==> config.mk <==
export PLATFORM = sky130hd
export DESIGN_NAME = sram_access_ctrl
export DESIGN_NICKNAME = d
export VERILOG_FILES = /design/src/rtl/sram_ctrl_pkg.sv /design/src/rtl/sram_cycle_timer.sv /design/src/rtl/sram_read_capture.sv /design/src/rtl/sram_access_ctrl.sv
export SDC_FILE = /design/constraint.sdc
export NUM_CORES = 1
export LEC_CHECK = 0
export BUFFER_PORTS_ARGS = -buffer_cell sky130_fd_sc_hd__buf_2
export CAP_MARGIN = 20
export CORE_MARGIN = 5
export CORE_UTILIZATION = 44
export DETAILED_ROUTE_END_ITERATION = 6
export GPL_TIMING_DRIVEN = 0
export PLACE_DENSITY = 0.8
export SYNTH_ARGS = -nofsm -noshare
export SYNTH_HDL_FRONTEND = slang
export SYNTH_SLANG_ARGS = --single-unit
export TNS_END_PERCENT = 30
==> constraint.sdc <==
create_clock -name clk -period 1.73 [get_ports clk]
set_input_delay 0.173 -clock clk [delete_from_list [all_inputs] [get_ports clk]]
set_output_delay 0.173 -clock clk [all_outputs]
set_load 0.02 [all_outputs]
==> src/rtl/sram_ctrl_pkg.sv <==
package sram_ctrl_pkg;

    typedef enum logic [1:0] {
        ST_IDLE      = 2'd0,
        ST_RD_ACCESS = 2'd1,
        ST_WR_PULSE  = 2'd2,
        ST_WR_HOLD   = 2'd3
    } acc_state_e;

    // Whole clock periods covering a nanosecond limit; zero stays zero.
    function automatic int ns_to_cycles(input int lim_ns, input int period_ns);
        if (lim_ns <= 0) return 0;
        return (lim_ns + period_ns - 1) / period_ns;
    endfunction

    function automatic int max_of(input int a, input int b);
        return (a > b) ? a : b;
    endfunction

endpackage

==> src/rtl/sram_cycle_timer.sv <==
module sram_cycle_timer #(
    parameter int CNT_W = 4
) (
    input  logic             clk,
    input  logic             rst_n,
    input  logic             clear,
    output logic [CNT_W-1:0] count
);
    logic [CNT_W-1:0] count_d, count_q;

    // Saturating up-counter: counts edges since the last clear.
    always_comb begin
        count_d = count_q;
        if (clear)
            count_d = '0;
        else if (count_q != {CNT_W{1'b1}})
            count_d = count_q + 1'b1;
    end

    always_ff @(posedge clk) begin
        if (!rst_n) count_q <= '0;
        else        count_q <= count_d;
    end

    assign count = count_q;
endmodule

==> src/rtl/sram_read_capture.sv <==
module sram_read_capture #(
    parameter int DATA_W = 16
) (
    input  logic              clk,
    input  logic              rst_n,
    input  logic              capture,
    input  logic [DATA_W-1:0] din,
    output logic [DATA_W-1:0] rdata
);
    logic [DATA_W-1:0] rdata_d, rdata_q;

    always_comb begin
        rdata_d = rdata_q;
        if (capture) rdata_d = din;
    end

    always_ff @(posedge clk) begin
        if (!rst_n) rdata_q <= '0;
        else        rdata_q <= rdata_d;
    end

    assign rdata = rdata_q;
endmodule

==> src/rtl/sram_access_ctrl.sv <==
module sram_access_ctrl
    import sram_ctrl_pkg::*;
#(
    parameter int ADDR_W        = 16,
    parameter int DATA_W        = 16,
    parameter int CLK_PERIOD_NS = 20,
    parameter int T_AA_NS       = 20,  // address to valid data
    parameter int T_ACE_NS      = 20,  // chip select to valid data
    parameter int T_DOE_NS      = 8,   // output enable to valid data
    parameter int T_HZOE_NS     = 8,   // output off after output enable rises
    parameter int T_HZCE_NS     = 10,  // output off after chip select release
    parameter int T_HZWE_NS     = 10,  // output off after strobe falls
    parameter int T_WC_NS       = 20,  // full write cycle
    parameter int T_SCE_NS      = 18,  // chip select to write end
    parameter int T_AW_NS       = 15,  // address setup to write end
    parameter int T_HA_NS       = 0,   // address hold after write end
    parameter int T_PWE_NS      = 13,  // strobe low width
    parameter int T_SD_NS       = 10,  // data setup to write end
    parameter int T_HD_NS       = 0    // data hold after write end
) (
    input  logic              clk,
    input  logic              rst_n,
    input  logic              req,
    input  logic              we,
    input  logic              oe_hold_mode,
    input  logic [ADDR_W-1:0] addr,
    input  logic [DATA_W-1:0] wdata,
    output logic [DATA_W-1:0] rdata,
    output logic              done,
    output logic              mem_ce_n,
    output logic              mem_ce,
    output logic              mem_oe_n,
    output logic              mem_we_n,
    output logic [ADDR_W-1:0] mem_addr,
    output logic [DATA_W-1:0] mem_dout,
    output logic              mem_dout_en,
    input  logic [DATA_W-1:0] mem_din
);
    // ---------------- cycle counts derived from the limits ----------------
    localparam int C_AA   = ns_to_cycles(T_AA_NS,   CLK_PERIOD_NS);
    localparam int C_ACE  = ns_to_cycles(T_ACE_NS,  CLK_PERIOD_NS);
    localparam int C_DOE  = ns_to_cycles(T_DOE_NS,  CLK_PERIOD_NS);
    localparam int C_HZOE = ns_to_cycles(T_HZOE_NS, CLK_PERIOD_NS);
    localparam int C_HZCE = ns_to_cycles(T_HZCE_NS, CLK_PERIOD_NS);
    localparam int C_HZWE = ns_to_cycles(T_HZWE_NS, CLK_PERIOD_NS);
    localparam int C_WC   = ns_to_cycles(T_WC_NS,   CLK_PERIOD_NS);
    localparam int C_SCE  = ns_to_cycles(T_SCE_NS,  CLK_PERIOD_NS);
    localparam int C_AW   = ns_to_cycles(T_AW_NS,   CLK_PERIOD_NS);
    localparam int C_HA   = ns_to_cycles(T_HA_NS,   CLK_PERIOD_NS);
    localparam int C_PWE  = ns_to_cycles(T_PWE_NS,  CLK_PERIOD_NS);
    localparam int C_SD   = ns_to_cycles(T_SD_NS,   CLK_PERIOD_NS);
    localparam int C_HD   = ns_to_cycles(T_HD_NS,   CLK_PERIOD_NS);

    localparam int RD_CYC    = max_of(1, max_of(C_AA, max_of(C_ACE, C_DOE)));
    localparam int PULSE_CYC = max_of(1, max_of(max_of(C_PWE, C_SCE), max_of(C_AW, C_WC)));
    localparam int SD_CYC    = max_of(1, C_SD);
    localparam int HOLD_CYC  = max_of(1, max_of(C_HD, C_HA));
    localparam int GAP_WE    = C_HZWE;
    localparam int TURN_CYC  = max_of(C_HZOE, C_HZCE);

    localparam int CNT_MAX = RD_CYC + PULSE_CYC + GAP_WE + SD_CYC + HOLD_CYC + TURN_CYC;
    localparam int CNT_W   = $clog2(CNT_MAX + 1) + 1;
    localparam int TURN_W  = $clog2(TURN_CYC + 1) + 1;

    localparam logic [CNT_W-1:0]  RD_LAST    = CNT_W'(RD_CYC - 1);
    localparam logic [CNT_W-1:0]  PULSE_LAST = CNT_W'(PULSE_CYC - 1);
    localparam logic [CNT_W-1:0]  SD_LAST    = CNT_W'(SD_CYC - 1);
    localparam logic [CNT_W-1:0]  HOLD_LAST  = CNT_W'(HOLD_CYC - 1);
    localparam logic [CNT_W-1:0]  GAP_LAST   = CNT_W'((GAP_WE == 0) ? 0 : GAP_WE - 1);
    localparam logic [TURN_W-1:0] TURN_LOAD  = TURN_W'(TURN_CYC);

    // ---------------- registered controller state ----------------
    typedef struct packed {
        acc_state_e        state;
        logic              ce_act;
        logic              oe_act;
        logic              we_act;
        logic              dout_en;
        logic              done;
        logic              oe_hold;
        logic [ADDR_W-1:0] addr;
        logic [DATA_W-1:0] wdata;
        logic [TURN_W-1:0] turn;
    } ctl_t;

    localparam ctl_t CTL_RESET = '{
        state:   ST_IDLE,
        ce_act:  1'b0,
        oe_act:  1'b0,
        we_act:  1'b0,
        dout_en: 1'b0,
        done:    1'b0,
        oe_hold: 1'b0,
        addr:    '0,
        wdata:   '0,
        turn:    '0
    };

    ctl_t ctl_d, ctl_q;

    logic [CNT_W-1:0] phase_cnt;   // edges since entering the current state
    logic [CNT_W-1:0] age_cnt;     // edges since write data started driving
    logic             phase_clear;
    logic             age_clear;
    logic             capture;

    // Restart the phase count on every state change.
    assign phase_clear = (ctl_d.state != ctl_q.state);
    // Data age counts only while the data bus is driven.
    assign age_clear   = !ctl_q.dout_en;

    sram_cycle_timer #(.CNT_W(CNT_W)) u_phase_timer (
        .clk   (clk),
        .rst_n (rst_n),
        .clear (phase_clear),
        .count (phase_cnt)
    );

    sram_cycle_timer #(.CNT_W(CNT_W)) u_age_timer (
        .clk   (clk),
        .rst_n (rst_n),
        .clear (age_clear),
        .count (age_cnt)
    );

    sram_read_capture #(.DATA_W(DATA_W)) u_rd_capture (
        .clk     (clk),
        .rst_n   (rst_n),
        .capture (capture),
        .din     (mem_din),
        .rdata   (rdata)
    );

    // ---------------- turnaround window after a read ----------------
    logic turn_clear;
    generate
        if (TURN_CYC == 0) begin : g_no_turn
            assign turn_clear = 1'b1;
        end else begin : g_turn
            // Drive may start at the edge where the window runs out.
            assign turn_clear = (ctl_q.turn <= TURN_W'(1));
        end
    endgenerate

    logic gap_ok;
    logic pulse_ok;
    logic setup_ok;

    assign gap_ok   = !ctl_q.oe_hold || (phase_cnt >= GAP_LAST);
    assign pulse_ok = (phase_cnt >= PULSE_LAST);
    assign setup_ok = ctl_q.dout_en && (age_cnt >= SD_LAST);

    // ---------------- next-state logic ----------------
    always_comb begin
        ctl_d      = ctl_q;
        ctl_d.done = 1'b0;
        capture    = 1'b0;

        if (ctl_q.turn != '0)
            ctl_d.turn = ctl_q.turn - 1'b1;

        unique case (ctl_q.state)
            ST_IDLE: begin
                if (req) begin
                    ctl_d.addr    = addr;
                    ctl_d.wdata   = wdata;
                    ctl_d.oe_hold = we && oe_hold_mode;
                    ctl_d.ce_act  = 1'b1;
                    if (we) begin
                        ctl_d.state   = ST_WR_PULSE;
                        ctl_d.we_act  = 1'b1;
                        ctl_d.oe_act  = oe_hold_mode;
                        ctl_d.dout_en = turn_clear && (!oe_hold_mode || (GAP_WE == 0));
                    end else begin
                        ctl_d.state   = ST_RD_ACCESS;
                        ctl_d.oe_act  = 1'b1;
                    end
                end
            end

            ST_RD_ACCESS: begin
                if (phase_cnt == RD_LAST) begin
                    capture      = 1'b1;
                    ctl_d.done   = 1'b1;
                    ctl_d.ce_act = 1'b0;
                    ctl_d.oe_act = 1'b0;
                    ctl_d.turn   = TURN_LOAD;
                    ctl_d.state  = ST_IDLE;
                end
            end

            ST_WR_PULSE: begin
                if (!ctl_q.dout_en && gap_ok && turn_clear)
                    ctl_d.dout_en = 1'b1;
                if (setup_ok && pulse_ok) begin
                    // Strobe rise ends the write; output enable drops with it
                    // so the memory never turns its output on during the hold.
                    ctl_d.we_act = 1'b0;
                    ctl_d.oe_act = 1'b0;
                    ctl_d.state  = ST_WR_HOLD;
                end
            end

            ST_WR_HOLD: begin
                if (phase_cnt == HOLD_LAST) begin
                    ctl_d.ce_act  = 1'b0;
                    ctl_d.dout_en = 1'b0;
                    ctl_d.oe_hold = 1'b0;
                    ctl_d.done    = 1'b1;
                    ctl_d.state   = ST_IDLE;
                end
            end

            default: ctl_d = CTL_RESET;
        endcase
    end

    always_ff @(posedge clk) begin
        if (!rst_n) ctl_q <= CTL_RESET;
        else        ctl_q <= ctl_d;
    end

    // ---------------- pin mapping ----------------
    assign mem_ce_n    = !ctl_q.ce_act;
    assign mem_ce      = ctl_q.ce_act;
    assign mem_oe_n    = !ctl_q.oe_act;
    assign mem_we_n    = !ctl_q.we_act;
    assign mem_addr    = ctl_q.addr;
    assign mem_dout    = ctl_q.wdata;
    assign mem_dout_en = ctl_q.dout_en;
    assign done        = ctl_q.done;

    // ---------------- assertions ----------------
    AST_IDLE_PINS_QUIET: assert property (@(posedge clk) disable iff (!rst_n)
        (ctl_q.state == ST_IDLE) |-> (mem_ce_n && !mem_ce && mem_we_n && !mem_dout_en));

    AST_READ_WINDOW: assert property (@(posedge clk) disable iff (!rst_n)
        (ctl_q.state == ST_RD_ACCESS) |-> (!mem_oe_n && mem_we_n && !mem_ce_n && mem_ce));

    AST_STROBE_NEEDS_SELECT: assert property (@(posedge clk) disable iff (!rst_n)
        !mem_we_n |-> (!mem_ce_n && mem_ce));

    AST_ADDR_STABLE_IN_WRITE: assert property (@(posedge clk) disable iff (!rst_n)
        (!mem_we_n && !$past(mem_we_n)) |-> $stable(mem_addr));

    AST_STROBE_LOW_SPAN: assert property (@(posedge clk) disable iff (!rst_n)
        $rose(mem_we_n) |-> ($past(age_cnt) >= SD_LAST && $past(mem_dout_en)));

    AST_DRIVE_IN_WRITE: assert property (@(posedge clk) disable iff (!rst_n)
        mem_dout_en |-> (ctl_q.state == ST_WR_PULSE || ctl_q.state == ST_WR_HOLD));

    AST_NO_BUS_CLASH: assert property (@(posedge clk) disable iff (!rst_n)
        (mem_dout_en && !mem_oe_n) |-> (!mem_we_n && ctl_q.oe_hold));

    AST_TURN_RESPECTED: assert property (@(posedge clk) disable iff (!rst_n)
        $rose(mem_dout_en) |-> (ctl_q.turn == '0));

    AST_DONE_SINGLE: assert property (@(posedge clk) disable iff (!rst_n)
        done |=> !done);

    AST_BUSY_REQ_IGNORED: assert property (@(posedge clk) disable iff (!rst_n)
        (ctl_q.state != ST_IDLE && req) |=> $stable(mem_addr));

endmodule

-- Word level (Yosys, flattened, before mapping)
Index checks and enable logic that the tools add are counted.
- input port bits: 53
- register bits: 66
- bitwise logic cells: 1
- multiplexer cells: 23
- reduce and logical (&&, ||, !) cells: 29
- eq/ne operators: 12
- $add $sub $neg: 3
- order comparisons: 3
- operators by type and width (cell ; count):
    $mux W33 ; 1
    $mux W2 ; 7
    $ne A2 B2 Y1 const B ; 6
    $reduce_and A4 Y1 ; 3
    $pmux W1 S3 ; 3
    $reduce_bool A3 Y1 ; 3
    $add A4 B1 Y4 const B ; 2
    $ge A4 B1 Y1 const B ; 2
    $ne A4 B4 Y1 const B ; 2
    $pmux W2 S4 ; 1
    $logic_and A1 B1 Y1 ; 6
    $logic_not A1 Y1 ; 6
    $mux W3 ; 2
    $mux W6 ; 1
    $pmux W1 S2 ; 3
    $reduce_bool A2 Y1 ; 3
    $reduce_and A5 Y1 ; 1
    $eq A2 B2 Y1 const B ; 2
    $logic_not A4 Y1 ; 1
    $mux W1 ; 4
    $mux W4 ; 1
    $reduce_and A2 Y1 ; 2
    $reduce_and A3 Y1 ; 1
    $eq A2 B1 Y1 const B ; 1
    other kinds (7) ; 7

-- Longest topological paths before layout
- depth after elaboration: 7
- mapped depth: 8
- gate-level depth less buffers: 6

-- By module
Synthesis repeated with hierarchy kept, for this count alone.
- cells, all modules: 320
- area, all modules: 2795.2 µm²
- modules (own cells, without submodules) (module ; seq. area each (µm²) ; times used ; cells an instance ; area an instance (µm²)):
    sram_access_ctrl ; 820.8 ; 1 ; 249 ; 1976.9
    sram_read_capture ; 320.3 ; 1 ; 51 ; 615.6
    sram_cycle_timer ; 80.1 ; 1 ; 20 ; 202.7

-- Least setup slack after synthesis
No wires, ideal clock.
- path type: register to register
- start point: register ctl_q[40] (netlist name)
- end point: register u_phase_timer.count_q[2], in the netlist u_phase_timer.count[2]
- data arrival time: 1.812 ns
- path buffers: 1
- cell stages (with the launch flop): 8
- clock period less this slack: 1.891 ns
- library setup time: 0.078 ns
- setup slack: -0.161 ns
- data required time: 1.652 ns
- path through: dfxtp_1 -> inv_1 -> ha_1 -> clkbuf_1 -> and2_1 -> a221oi_1 -> o221ai_1 -> nor3_1
- word-level cells in the longest chain between the ends: 4
- elaborated cells on any way between the ends: 11
- ends and longest elaborated chain (what ; line ; text):
    start, declared ; sram_access_ctrl.sv:99 ; ctl_t ctl_d, ctl_q;
    start signal, assigned ; sram_access_ctrl.sv:220 ; else ctl_q <= ctl_d;
    $eq A2 B2 Y1 (tied with other cells) ; sram_access_ctrl.sv:162 ; unique case (ctl_q.state)
    $pmux W2 S4 ; sram_access_ctrl.sv:162 ;
    $ne A2 B2 Y1 * ; sram_access_ctrl.sv:108 ; assign phase_clear = (ctl_d.state != ctl_q.state);
    $reduce_or A2 Y1 (no source line) * ; - ;
    end signal, assigned ; sram_cycle_timer.sv:22 ; else count_q <= count_d;
    end, declared ; sram_cycle_timer.sv:9 ; logic [CNT_W-1:0] count_d, count_q;
Every way passes the cells marked *; elsewhere a longest branch is shown, timed or not. The select of a mux whose other input is x is not followed.
A chain may end at the register's enable or synchronous reset.

-- Worst setup path in the final report
Same ends and word-level chain as after synthesis.

==> flow_summary_export.csv <==
group,metric,value,unit
run_status,status,"complete, no violations",
synth,synthMuxAreaShare,0.0109,
timing,worstMarginPinSlew,578,ps
final_layout,seqCellArea,1230,um2
final_layout,areaGrowthSynthToFinish,32.0,%
setup_path,cp.depth,6,
placement,numPortBuffers,106,
setup_path,path_cells,"inv_2 > ha_2 > and2_1 > a221oi_2 > o221ai_2 > nor3_1",
setup_path,critPathArrivalTime,1940,ps
global_route,grt_first_pass_wirelength,10.5,mm
drt,drtIter0Drc,90,
clocking,clock_latency,320,ps
clocking,cts_buffers,9,
pwr,combinationalPowerShare,0.369,
setup_path,cp_num_buf_inv,1,
floorplanning,fp-row-count,28,
synth,synth-simple-area-share,0.217,
timing,finalHoldViolCount,0,
clocking,cts_setup_buffers,0,
timing,final.setup_skew,8.43,ps
drt,viasPerCell,4.72,
drt,route.met2.wl,3.09,mm
drt,first_pass_iters,4,
setup_path,worstReg2RegStart,"ctl_q[40]$_SDFF_PN0_",
placement,post-dp-hpwl,4.99,mm
timing,final_max_slew_viol_count,0,
setup_path,crit-reg2reg-capture,"u_phase_timer.count[2]$_SDFFE_PP0P_",
setup_path,critPathRequiredTime,1980,ps
setup_path,critPathCapture,"u_phase_timer.count[2]$_SDFFE_PP0P_",
synth,synth_ff_type,"dfxtp_1",
floorplanning,ioPinCount,107,
synth,syn_nets,404,
clocking,h-tree-depth,3,
synth,syn-instance-count,342,
global_route,grt_remaining_overflow,0,
timing,finalSetupTns,0,ps
synth,synth_top_family_by_area,"simple AND/OR/NAND/NOR gates",
timing,finalSetupViolations,0,
drt,highest_layer,"met4",
drt,wirelength,6.58,mm
pwr,p_int,3.22,mW
clocking,cts_tree,"yes",
drt,drc_errors,0,
flow_run,max_cap_violations,0,
final_layout,mostFrequentLayoutCell,"buf_2",
setup_path,cp_max_fo,10,
setup_path,ff2ff_path_depth,6,
synth,yosysWarnings,0,
final_layout,final_area,3620,um2
clocking,cts.sinks,61,
pwr,p_leak,1.70,nW
pwr,p_switching,1.80,mW
synth,ys_seq_area_frac,0.445,
global_route,antenna_found_initial,0,
floorplanning,die-area,7920,um2
pwr,power_per_cell_area,1380,nW/um2
timing,rsz0062_at_grt,"true",
clocking,clock_path_buffers,2,
final_layout,diodes,0,
global_route,grt_max_degree,12,
final_layout,n_fill_cell,532,
drt,wl_met3,585,um
drt,vias,2523,
timing,slew_headroom,0.614,
floorplanning,dieWidth,89.0,um
final_layout,final_cell_mix,"106 x buf_2, 103 x nand2_1, 57 x dfxtp_1",
timing,max_freq,594,MHz
synth,synth.cell_area,2750,um2
synth,yosysUniqueCellTypes,34,
drt,wirelength_met1,2.87,mm
final_layout,multi_input_comb_area,1210,um2
synth,synthAdderAreaFrac,0.0410,
clocking,cts-root-buf,"clkbuf_8",
placement,gp_congestion,0.804,
pwr,peakVddDrop,0.730,mV
setup_path,endpoint_kind,"flop",
global_route,first_global_vias,2324,
synth,synth_compound_area_frac,0.151,
synth,synth-edff-count,0,
pwr,p_seq_frac,0.368,
setup_path,cp_top_family,"compound AO/OA/AOI/OAI gates",
drt,detail-route-antenna-nets,0,
synth,synth_seq_cells,61,
setup_path,slowest_stage,"dfxtp_4",
pwr,switching_share,0.359,
synth,synth_xor_area_frac,0.00957,
timing,min_period,1680,ps
pwr,p_clk_frac,0.263,
synth,syn_area_per_cell,8.03,um2
drt,wire_per_inst,12.3,um
setup_path,crit_type,"reg2reg",
global_route,groute.usage.overall,0.170,
setup_path,rrSetupSlack,50,ps
setup_path,critPathMaxStageDelay,410,ps
hold_path,min_path_type,"in2reg",
timing,finalCritPeriodShare,0.972,
placement,postPlaceCellArea,3370,um2
floorplanning,die_h,89.0,um
floorplanning,initial_core_util,0.458,
clocking,path_clk_slew,70,ps
final_layout,layout-drive-gt1-share,0.391,
synth,postSynth.asyncResetShare,0,
final_layout,fin_nets,517,
floorplanning,fp.coreArea,5990,um2
setup_path,startpoint,"ctl_q[40]$_SDFF_PN0_",
final_layout,postLayoutCoreUtil,0.605,
setup_path,critPathLaunchType,"flop",
[sequential cells by signal, summed over array words and instances, names as in the netlist]
signal / cells
mem_addr: 16
mem_dout: 16
ctl_q: 6
mem_dout_en: 1
u_rd_capture.rdata: 16
u_phase_timer.count: 4
mem_ce: 1
done: 1
[worst min-delay path, delay by kind of cell]
family / cells / cell delay [ps]
compound gates: 1 / 50
buf+inv: 1 / 90
simple gates: 1 / 40
[cell type report]
| class | instances | area share |
|---|---|---|
| Timing Repair Buffer | 106 | 0.146 |
| Buffer | 46 | 0.0863 |
| Multi-Input combinational cell | 223 | 0.335 |
| Inverter | 8 | 0.00828 |
| Tap cell | 75 | 0.0259 |
| Clock inverter | 3 | 0.0117 |
| Sequential cell | 61 | 0.340 |
| Clock buffer | 13 | 0.0466 |
[power by group through the flow]
stage | Sequential (mW) | Combinational, mW | Clock (mW)
floorplan | 1.94 | 1.21 | 0
global placement | 1.85 | 1.76 | 0
detailed placement | 1.87 | 1.80 | 0
CTS | 1.85 | 1.85 | 1.35
global route | 1.89 | 2.05 | 1.44
finish | 1.85 | 1.85 | 1.32
[logic make-up after synthesis]
group,Yosys count
mux,3
compound gates,67
fa+ha+maj,9
simple gates,141
buf+inv,58
flops,61
xor+xnor,3
[layer usage]
metal / vias to the layer above / global-route usage
met3: 6 / 0.0535
met1: 1119 / 0.214
met2: 78 / 0.278
met4: 0 / 0.0541
li1: 1320 / -
met5: - / 0
[synth_stat cells (all sizes together), types with 2 or more instances]
library cell  number  area (um2)
nor3b              3        22.5
o21a               2        15.0
inv                8        30.0
a2111oi            2        55.1
nand2            104         390
a221oi             2        17.5
dfxtp             61        1220
a211oi             2        15.0
nor3               5        25.0
ha                 9         113
nor2              13        48.8
buf               37         265
and2               3        18.8
nor2b              3        18.8
nor4bb             2        20.0
nand3              4        20.0
clkbuf            13        48.8
o21ai              3        15.0
xnor2              2        17.5
mux2i              3        30.0
a21oi             50         250
[through the flow]
step	setup slack (ps)	cells	hold WS, ps	total power, mW
3_3_place_gp	-201	523	413	3.62
4_1_cts	-18.6	537	62.8	5.05
3_5_place_dp	-291	523	420	3.67
2_1_floorplan	21.5	342	309	3.15
6_report	47.8	535	80.4	5.01
5_1_grt	-81.3	535	60.8	5.38
[timing repair]
item	4_1_cts	5_1_grt
resized for setup	12	13
pin swaps	0	2
endpoints found under the hold margin	0	0
setup endpoints to repair	32	46
hold buffers	0	0
[worst min-delay path by stage]
| stage | from | endpoint | slack, ps | cells past startpoint |
|---|---|---|---|---|
| after floorplan | addr[0] | mem_addr[0]$_SDFFE_PN0P_ | 310 | 2 |
| after global placement | mem_din[9] | u_rd_capture.rdata[9]$_SDFFE_PN0P_ | 410 | 3 |
| after detailed placement | addr[7] | mem_addr[7]$_SDFFE_PN0P_ | 420 | 3 |
| after CTS | wdata[3] | mem_dout[3]$_SDFFE_PN0P_ | 60 | 3 |
| after global routing | mem_din[14] | u_rd_capture.rdata[14]$_SDFFE_PN0P_ | 60 | 3 |
| final | wdata[3] | mem_dout[3]$_SDFFE_PN0P_ | 80 | 3 |
Note: power is estimated with default switching activity, not from simulation.
